===== src/rtl/spm_pkg.sv =====
package spm_pkg;

   typedef enum logic [1:0] {
      ST_IDLE  = 2'd0,
      ST_FEED  = 2'd1,
      ST_FLUSH = 2'd2
   } spm_state_e;

   // width in bits of one lane made of 2**lvl slices
   function automatic int lane_bits(input int slice_w, input int lvl);
      return slice_w << lvl;
   endfunction

endpackage


===== src/rtl/spm_ctrl.sv =====
module spm_ctrl
   import spm_pkg::*;
#(
   parameter  int SLICE_W    = 4,
   parameter  int NUM_SLICES = 4,
   localparam int LVL        = $clog2(NUM_SLICES),
   localparam int SEL_W      = (LVL < 1) ? 1 : $clog2(LVL + 1),
   localparam int TOT_W      = SLICE_W * NUM_SLICES,
   localparam int CNT_W      = $clog2(TOT_W)
)(
   input  logic             clk,
   input  logic             rst_n,
   input  logic             start,
   input  logic [SEL_W-1:0] prec_sel,
   input  logic             signed_en,
   input  logic             a_last,
   output logic             ready,
   output logic             load,
   output logic             run,
   output logic             feed,
   output logic             inv,
   output logic             fin,
   output logic [SEL_W-1:0] lvl_q,
   output logic             sgn_q
);

   spm_state_e       st_q;
   logic [CNT_W-1:0] cnt_q;
   logic [CNT_W-1:0] term;
   logic [SEL_W-1:0] lvl_clamped;

   always_comb begin
      term = CNT_W'(lane_bits(SLICE_W, int'(lvl_q)) - 1);
      if (int'(prec_sel) > LVL)
         lvl_clamped = SEL_W'(LVL);
      else
         lvl_clamped = prec_sel;
   end

   assign ready = (st_q == ST_IDLE);
   assign load  = start && (st_q == ST_IDLE);
   assign run   = (st_q != ST_IDLE);
   assign feed  = (st_q == ST_FEED);
   assign inv   = feed && sgn_q && a_last;
   assign fin   = (st_q == ST_FLUSH) && (cnt_q == term);

   always_ff @(posedge clk or negedge rst_n) begin
      if (!rst_n) begin
         st_q  <= ST_IDLE;
         cnt_q <= '0;
         lvl_q <= '0;
         sgn_q <= 1'b0;
      end else begin
         unique case (st_q)
            ST_IDLE: begin
               if (start) begin
                  st_q  <= ST_FEED;
                  lvl_q <= lvl_clamped;
                  sgn_q <= signed_en;
               end
            end
            ST_FEED: begin
               if (a_last) begin
                  st_q  <= ST_FLUSH;
                  cnt_q <= '0;
               end
            end
            ST_FLUSH: begin
               if (cnt_q == term)
                  st_q <= ST_IDLE;
               else
                  cnt_q <= cnt_q + 1'b1;
            end
            default: st_q <= ST_IDLE;
         endcase
      end
   end

endmodule


===== src/rtl/spm_switch.sv =====
module spm_switch #(
   parameter  int NUM_SLICES = 4,
   parameter  int SEL_W      = 2,
   localparam int IDX_W      = (NUM_SLICES > 1) ? $clog2(NUM_SLICES) : 1
)(
   input  logic [SEL_W-1:0]      lvl,
   input  logic                  a_gate,
   input  logic                  inv,
   input  logic [NUM_SLICES-1:0] a_bit,
   input  logic [NUM_SLICES-1:0] cout,
   input  logic [NUM_SLICES-1:0] t0,
   input  logic [NUM_SLICES-1:0] ext,
   output logic [NUM_SLICES-1:0] a_eff,
   output logic [NUM_SLICES-1:0] cin,
   output logic [NUM_SLICES-1:0] shin,
   output logic [NUM_SLICES-1:0] lead
);

   logic [IDX_W-1:0] gmask;

   always_comb gmask = IDX_W'((1 << lvl) - 1);

   for (genvar k = 0; k < NUM_SLICES; k++) begin : g_link
      localparam logic [IDX_W-1:0] KI = IDX_W'(k);
      logic [IDX_W-1:0] base;

      assign base     = KI & ~gmask;
      assign lead[k]  = ((KI & gmask) == '0);
      assign a_eff[k] = a_gate & a_bit[base];

      // carry path: cut at a lane's lowest slice, where the sign row carry enters
      if (k == 0) begin : g_cin_first
         assign cin[k] = a_eff[k] & inv;
      end else begin : g_cin_chain
         assign cin[k] = lead[k] ? (a_eff[k] & inv) : cout[k-1];
      end

      // shift path: a lane's top slice refills from its own extension bit
      if (k == NUM_SLICES - 1) begin : g_sh_last
         assign shin[k] = ext[k];
      end else begin : g_sh_chain
         logic top_k;
         assign top_k   = ((KI & gmask) == gmask);
         assign shin[k] = top_k ? ext[k] : t0[k+1];
      end
   end

endmodule


===== src/rtl/spm_slice.sv =====
module spm_slice #(
   parameter int SLICE_W = 4
)(
   input  logic               clk,
   input  logic               rst_n,
   input  logic               clr,
   input  logic               en,
   input  logic               a,
   input  logic               inv,
   input  logic               sgn,
   input  logic [SLICE_W-1:0] b,
   input  logic               cin,
   input  logic               shin,
   output logic               t0,
   output logic               cout,
   output logic               ext
);

   logic [SLICE_W-1:0] r_q;
   logic [SLICE_W-1:0] pp;
   logic [SLICE_W:0]   sum;

   always_comb begin
      pp   = {SLICE_W{a}} & (b ^ {SLICE_W{inv}});
      sum  = {1'b0, r_q} + {1'b0, pp} + (SLICE_W+1)'(cin);
      t0   = sum[0];
      cout = sum[SLICE_W];
      // bit above the slice, valid when this slice is the top of its lane
      ext  = (sgn & r_q[SLICE_W-1]) ^ (sgn & pp[SLICE_W-1]) ^ sum[SLICE_W];
   end

   always_ff @(posedge clk or negedge rst_n) begin
      if (!rst_n)
         r_q <= '0;
      else if (clr)
         r_q <= '0;
      else if (en)
         r_q <= {shin, sum[SLICE_W-1:1]};
   end

endmodule


===== src/rtl/sp_multiprec_mul.sv =====
module sp_multiprec_mul #(
   parameter  int SLICE_W    = 4,
   parameter  int NUM_SLICES = 4,
   localparam int LVL        = $clog2(NUM_SLICES),
   localparam int SEL_W      = (LVL < 1) ? 1 : $clog2(LVL + 1),
   localparam int TOT_W      = SLICE_W * NUM_SLICES
)(
   input  logic                  clk,
   input  logic                  rst_n,
   input  logic                  start,
   output logic                  ready,
   input  logic [SEL_W-1:0]      prec_sel,
   input  logic                  signed_en,
   input  logic [TOT_W-1:0]      b_in,
   input  logic [NUM_SLICES-1:0] a_bit,
   input  logic                  a_last,
   output logic [NUM_SLICES-1:0] p_bit,
   output logic                  p_valid,
   output logic                  p_last
);

   if (SLICE_W < 2) begin : g_chk_w
      $error("SLICE_W must be at least 2");
   end
   if (NUM_SLICES < 2 || (NUM_SLICES & (NUM_SLICES - 1)) != 0) begin : g_chk_n
      $error("NUM_SLICES must be a power of two, at least 2");
   end

   logic                  load, run, feed, inv, fin, sgn_q;
   logic [SEL_W-1:0]      lvl_q;
   logic [TOT_W-1:0]      b_q;
   logic [NUM_SLICES-1:0] a_eff, cin, shin, lead, t0, cout, ext;
   logic [NUM_SLICES-1:0] p_bit_q;
   logic                  p_valid_q, p_last_q;

   spm_ctrl #(
      .SLICE_W    (SLICE_W),
      .NUM_SLICES (NUM_SLICES)
   ) ctrl_i (
      .clk       (clk),
      .rst_n     (rst_n),
      .start     (start),
      .prec_sel  (prec_sel),
      .signed_en (signed_en),
      .a_last    (a_last),
      .ready     (ready),
      .load      (load),
      .run       (run),
      .feed      (feed),
      .inv       (inv),
      .fin       (fin),
      .lvl_q     (lvl_q),
      .sgn_q     (sgn_q)
   );

   always_ff @(posedge clk or negedge rst_n) begin
      if (!rst_n)
         b_q <= '0;
      else if (load)
         b_q <= b_in;
   end

   spm_switch #(
      .NUM_SLICES (NUM_SLICES),
      .SEL_W      (SEL_W)
   ) sw_i (
      .lvl    (lvl_q),
      .a_gate (feed),
      .inv    (inv),
      .a_bit  (a_bit),
      .cout   (cout),
      .t0     (t0),
      .ext    (ext),
      .a_eff  (a_eff),
      .cin    (cin),
      .shin   (shin),
      .lead   (lead)
   );

   for (genvar k = 0; k < NUM_SLICES; k++) begin : g_slice
      spm_slice #(
         .SLICE_W (SLICE_W)
      ) slice_i (
         .clk   (clk),
         .rst_n (rst_n),
         .clr   (load),
         .en    (run),
         .a     (a_eff[k]),
         .inv   (inv),
         .sgn   (sgn_q),
         .b     (b_q[k*SLICE_W +: SLICE_W]),
         .cin   (cin[k]),
         .shin  (shin[k]),
         .t0    (t0[k]),
         .cout  (cout[k]),
         .ext   (ext[k])
      );
   end

   always_ff @(posedge clk or negedge rst_n) begin
      if (!rst_n) begin
         p_bit_q   <= '0;
         p_valid_q <= 1'b0;
         p_last_q  <= 1'b0;
      end else begin
         p_bit_q   <= run ? (t0 & lead) : '0;
         p_valid_q <= run;
         p_last_q  <= fin;
      end
   end

   assign p_bit   = p_bit_q;
   assign p_valid = p_valid_q;
   assign p_last  = p_last_q;

endmodule


===== config.mk =====
export PLATFORM = sky130hd
export DESIGN_NAME = sp_multiprec_mul
export DESIGN_NICKNAME = d
export VERILOG_FILES = /design/src/rtl/spm_pkg.sv /design/src/rtl/spm_ctrl.sv /design/src/rtl/spm_switch.sv /design/src/rtl/spm_slice.sv /design/src/rtl/sp_multiprec_mul.sv
export SDC_FILE = /design/constraint.sdc
export NUM_CORES = 1
export LEC_CHECK = 0
export BUFFER_PORTS_ARGS = -buffer_cell sky130_fd_sc_hd__buf_2
export CAP_MARGIN = 5
export CORE_MARGIN = 2
export CORE_UTILIZATION = 64
export CTS_CLUSTER_DIAMETER = 60
export DETAILED_ROUTE_END_ITERATION = 7
export MAX_ROUTING_LAYER = met4
export PLACE_DENSITY = 0.86
export REMOVE_ABC_BUFFERS = 1
export SYNTH_ARGS = -nofsm -noshare
export SYNTH_HDL_FRONTEND = slang
export SYNTH_HIERARCHICAL = 1
export SYNTH_SLANG_ARGS = --single-unit

===== constraint.sdc =====
create_clock -name clk -period 14.86 [get_ports clk]
set_clock_uncertainty 0.15 [all_clocks]
set_input_delay 2.229 -clock clk [delete_from_list [all_inputs] [get_ports clk]]
set_output_delay 2.229 -clock clk [all_outputs]
set_load 0.05 [all_outputs]

==> impl_metrics.tcl <==
set metrics [dict create \
    ios 34 \
    cts_tree "built" \
    slew_violations 0 \
    placed_area_um2 3403 \
    clkSinkCount 47 \
    ys.flop_type "dfrtp_1" \
    ctsResizeCount 0 \
    die_x_um 75.35 \
    drt_wl_total_um 6132 \
    syn_to_final_growth_pct 7.642 \
    drive_above_1_share_pct 24.48 \
    crit_buf_inv 6 \
    syn_area_um2 3258 \
    seq_area_frac_synth_pct 36.10 \
    worst_pin_slew_ns 1.100 \
    cts_buffer_depth 2 \
    cts_root_buffer "clkbuf_8" \
    startpoint "a_last" \
    wl_per_cell_um 15.25 \
    gp_congestion 0.9226 \
    routed_via_density 5.786 \
    synth_area_per_cell_um2 10.58 \
    antenna_found_initial 0 \
    rows 25 \
    ff2ff_setup_slack_ns 7.56 \
    grt_max_degree 48 \
    hold_buffers 0 \
    worstHoldStart "g_slice[1].slice_i/r_q[2]$_DFFE_PN0P_" \
    rr_startpoint "ctrl_i/st_q[0]$_DFFE_PN0P_" \
    path_clk_slew_ns 0.09 \
    groute.usage.overall_pct 25.17 \
    drc 0 \
    rsz0062_at_grt "no" \
    drt_iter0_drc 141 \
    grt_overflow 0 \
    final_area_um2 3507 \
    worstSetupStartpointType "input port" \
    initial_utilization_pct 67.64 \
    slew_headroom_pct 26.59 \
    power.leakage_uw 0.001865 \
    clock_tree.htree_level_count 2 \
    dp_slack_ns 6.055 \
    synth_edf_count 0 \
    portBuffers 33 \
    hold_depth 1 \
    r2r-end "g_slice[3].slice_i/r_q[3]$_DFFE_PN0P_" \
    place_hpwl_um 4164 \
    synth.distinct_cells 54 \
    grt_pass1_vias 2380 \
    coreArea_um2 4817 \
    yosysWarnings 6 \
    worstPathArrival_ns 8.72 \
    peakVddDrop_mv 0.09544 \
    finalCriticalPeriod_ns 8.703 \
    cpPeakStageDelay_ns 0.49 \
    route.vias.total 2326 \
    ys_seq_elements 47 \
    cpMaxStageDelayCell "fa_1" \
    post-cts-setup-buffer-count 0 \
    die-area_um2 5678 \
    endpoint_kind "flop" \
    maxCapViolations 0 \
    status "finished clean" \
    clk_latency_ns 0.30 \
    worst_slack_ns 6.157 \
    required_ns 14.88 \
    hold_path.class "reg2reg" \
    report.final.setup_viol 0 \
    synthCells 308 \
    async_flop_share_pct 100.0 \
    worst-setup-path-type "in2reg" \
    path_common_cell "fa_1" \
    fmax_ghz 0.1149 \
    crit_path_max_fanout 19 \
    grt_pass1_wl_um 10560 \
    nets 382 \
    setup_tns_ns 0 \
    path_delay_family "adder cells" \
    cts_inserted_buffers 5 \
    diodes 0 \
    hold_viol_final 0 \
    hold_end "g_slice[1].slice_i/r_q[2]$_DFFE_PN0P_" \
    power_density_nw_per_um2 196.0 \
    final_antenna_net_count 0 \
    min_period_over_period_pct 58.57 \
    die_h_um 75.35 \
    reg2reg_depth 37 \
    firstDrtPassIters 4 \
]
per-stage QoR:
| step | hold WS, ns | utilization [%] | std cells | power (uW) |
|---|---|---|---|---|
| after floorplan | 0.3156 | - | 292 | 518.3 |
| after global placement | 0.3309 | 70.65 | 394 | 584.2 |
| after detailed placement | 0.3394 | 70.65 | 394 | 600.2 |
| after CTS | 0.3617 | 72.81 | 402 | 691.7 |
| after global routing | 0.3775 | 72.81 | 402 | 740.1 |
| final | 0.3590 | 72.81 | 402 | 687.5 |
flip-flops by register name (all words and copies together), names as in the netlist:
register             cells
p_valid                  1
ctrl_i/sgn_q             1
ctrl_i/st_q              2
p_last                   1
g_slice.slice_i/r_q     16
p_bit                    4
ctrl_i/cnt_q             4
ctrl_i/lvl_q             2
b_q                     16
power by group:
part           switching (uW)  internal (uW)
clock                    43.4           42.4
sequential               65.6            184
combinational             180            172
worst max path at each step:
stage	to	slack (ns)	cells after the start
5_1_grt	g_slice[3].slice_i/r_q[3]$_DFFE_PN0P_	5.62	38
2_1_floorplan	g_slice[3].slice_i/r_q[3]$_DFFE_PN0P_	6.42	36
4_1_cts	g_slice[3].slice_i/r_q[3]$_DFFE_PN0P_	6.17	38
3_3_place_gp	g_slice[3].slice_i/r_q[3]$_DFFE_PN0P_	6.25	38
6_report	g_slice[3].slice_i/r_q[3]$_DFFE_PN0P_	6.16	38
3_5_place_dp	g_slice[3].slice_i/r_q[3]$_DFFE_PN0P_	6.05	38
routing by layer:
layer	up-vias	routed length [um]	track usage, %
met5	-	0	-
met4	0	105	9.357
met3	12	205	3.968
met2	45	3106	41.35
met1	1150	2715	31.64
li1	1119	-	-
layout by cell type, fill, tap and decap left out, types with 5 or more instances in the layout:
| cell type | count |
|---|---|
| dfrtp_1 | 47 |
| buf_2 | 33 |
| nor2_1 | 25 |
| inv_1 | 21 |
| xor2_1 | 20 |
| mux2i_1 | 14 |
| ha_1 | 13 |
| nand2_1 | 12 |
| mux2_4 | 11 |
| mux2_2 | 10 |
| and2_1 | 10 |
| a21oi_1 | 9 |
| fa_1 | 8 |
| clkbuf_8 | 7 |
| o21ai_0 | 7 |
| and3_1 | 6 |
| nor2b_1 | 6 |
| nand2b_1 | 5 |
final cells by class:
cell class | instances | area [um2]
clock buffers | 7 | 96.34
clock inverters | 1 | 7.507
fillers | 372 | 1310
inverters | 23 | 86.33
multi-input cells | 222 | 1877
flip-flops and latches | 47 | 1176
well taps | 67 | 83.83
repair buffers | 35 | 180.2
worst register-to-register path, delay by kind of cell (launching register included):
| family | cells | cell delay [ns] |
|---|---|---|
| fa+ha+maj | 8 | 2.55 |
| compound gates | 7 | 1.33 |
| buf+inv | 5 | 0.63 |
| mux | 1 | 0.16 |
| xor+xnor | 2 | 0.29 |
| simple gates | 14 | 1.50 |
| flops | 1 | 0.53 |
cell families after synthesis:
kind of cell	Yosys count	share of synthesized area (%)
AO/OA/AOI/OAI	45	10.29
XOR/XNOR	24	6.452
AND/OR/NAND/NOR	95	17.66
other	1	0.1151
buffers and inverters	39	6.298
flip-flops	47	36.10
multiplexers	36	13.17
adder cells (fa/ha/maj)	21	9.908
synthesized netlist by cell type, types with 5 or more instances:
master,number,share of area [%]
nand2b_1,5,0.96
mux2i_1,14,4.3
mux2_4,11,5.1
o21ai_0,7,1.1
ha_1,13,5.0
nor2_1,25,2.9
mux2_2,10,3.5
and2_1,10,1.9
and3_1,6,1.2
inv_1,21,2.4
dfrtp_1,47,36
fa_1,8,4.9
a21oi_1,9,1.4
nor2b_1,6,1.2
xor2_1,20,5.4
nand2_1,12,1.4
Power figures use the tool's default switching activity.
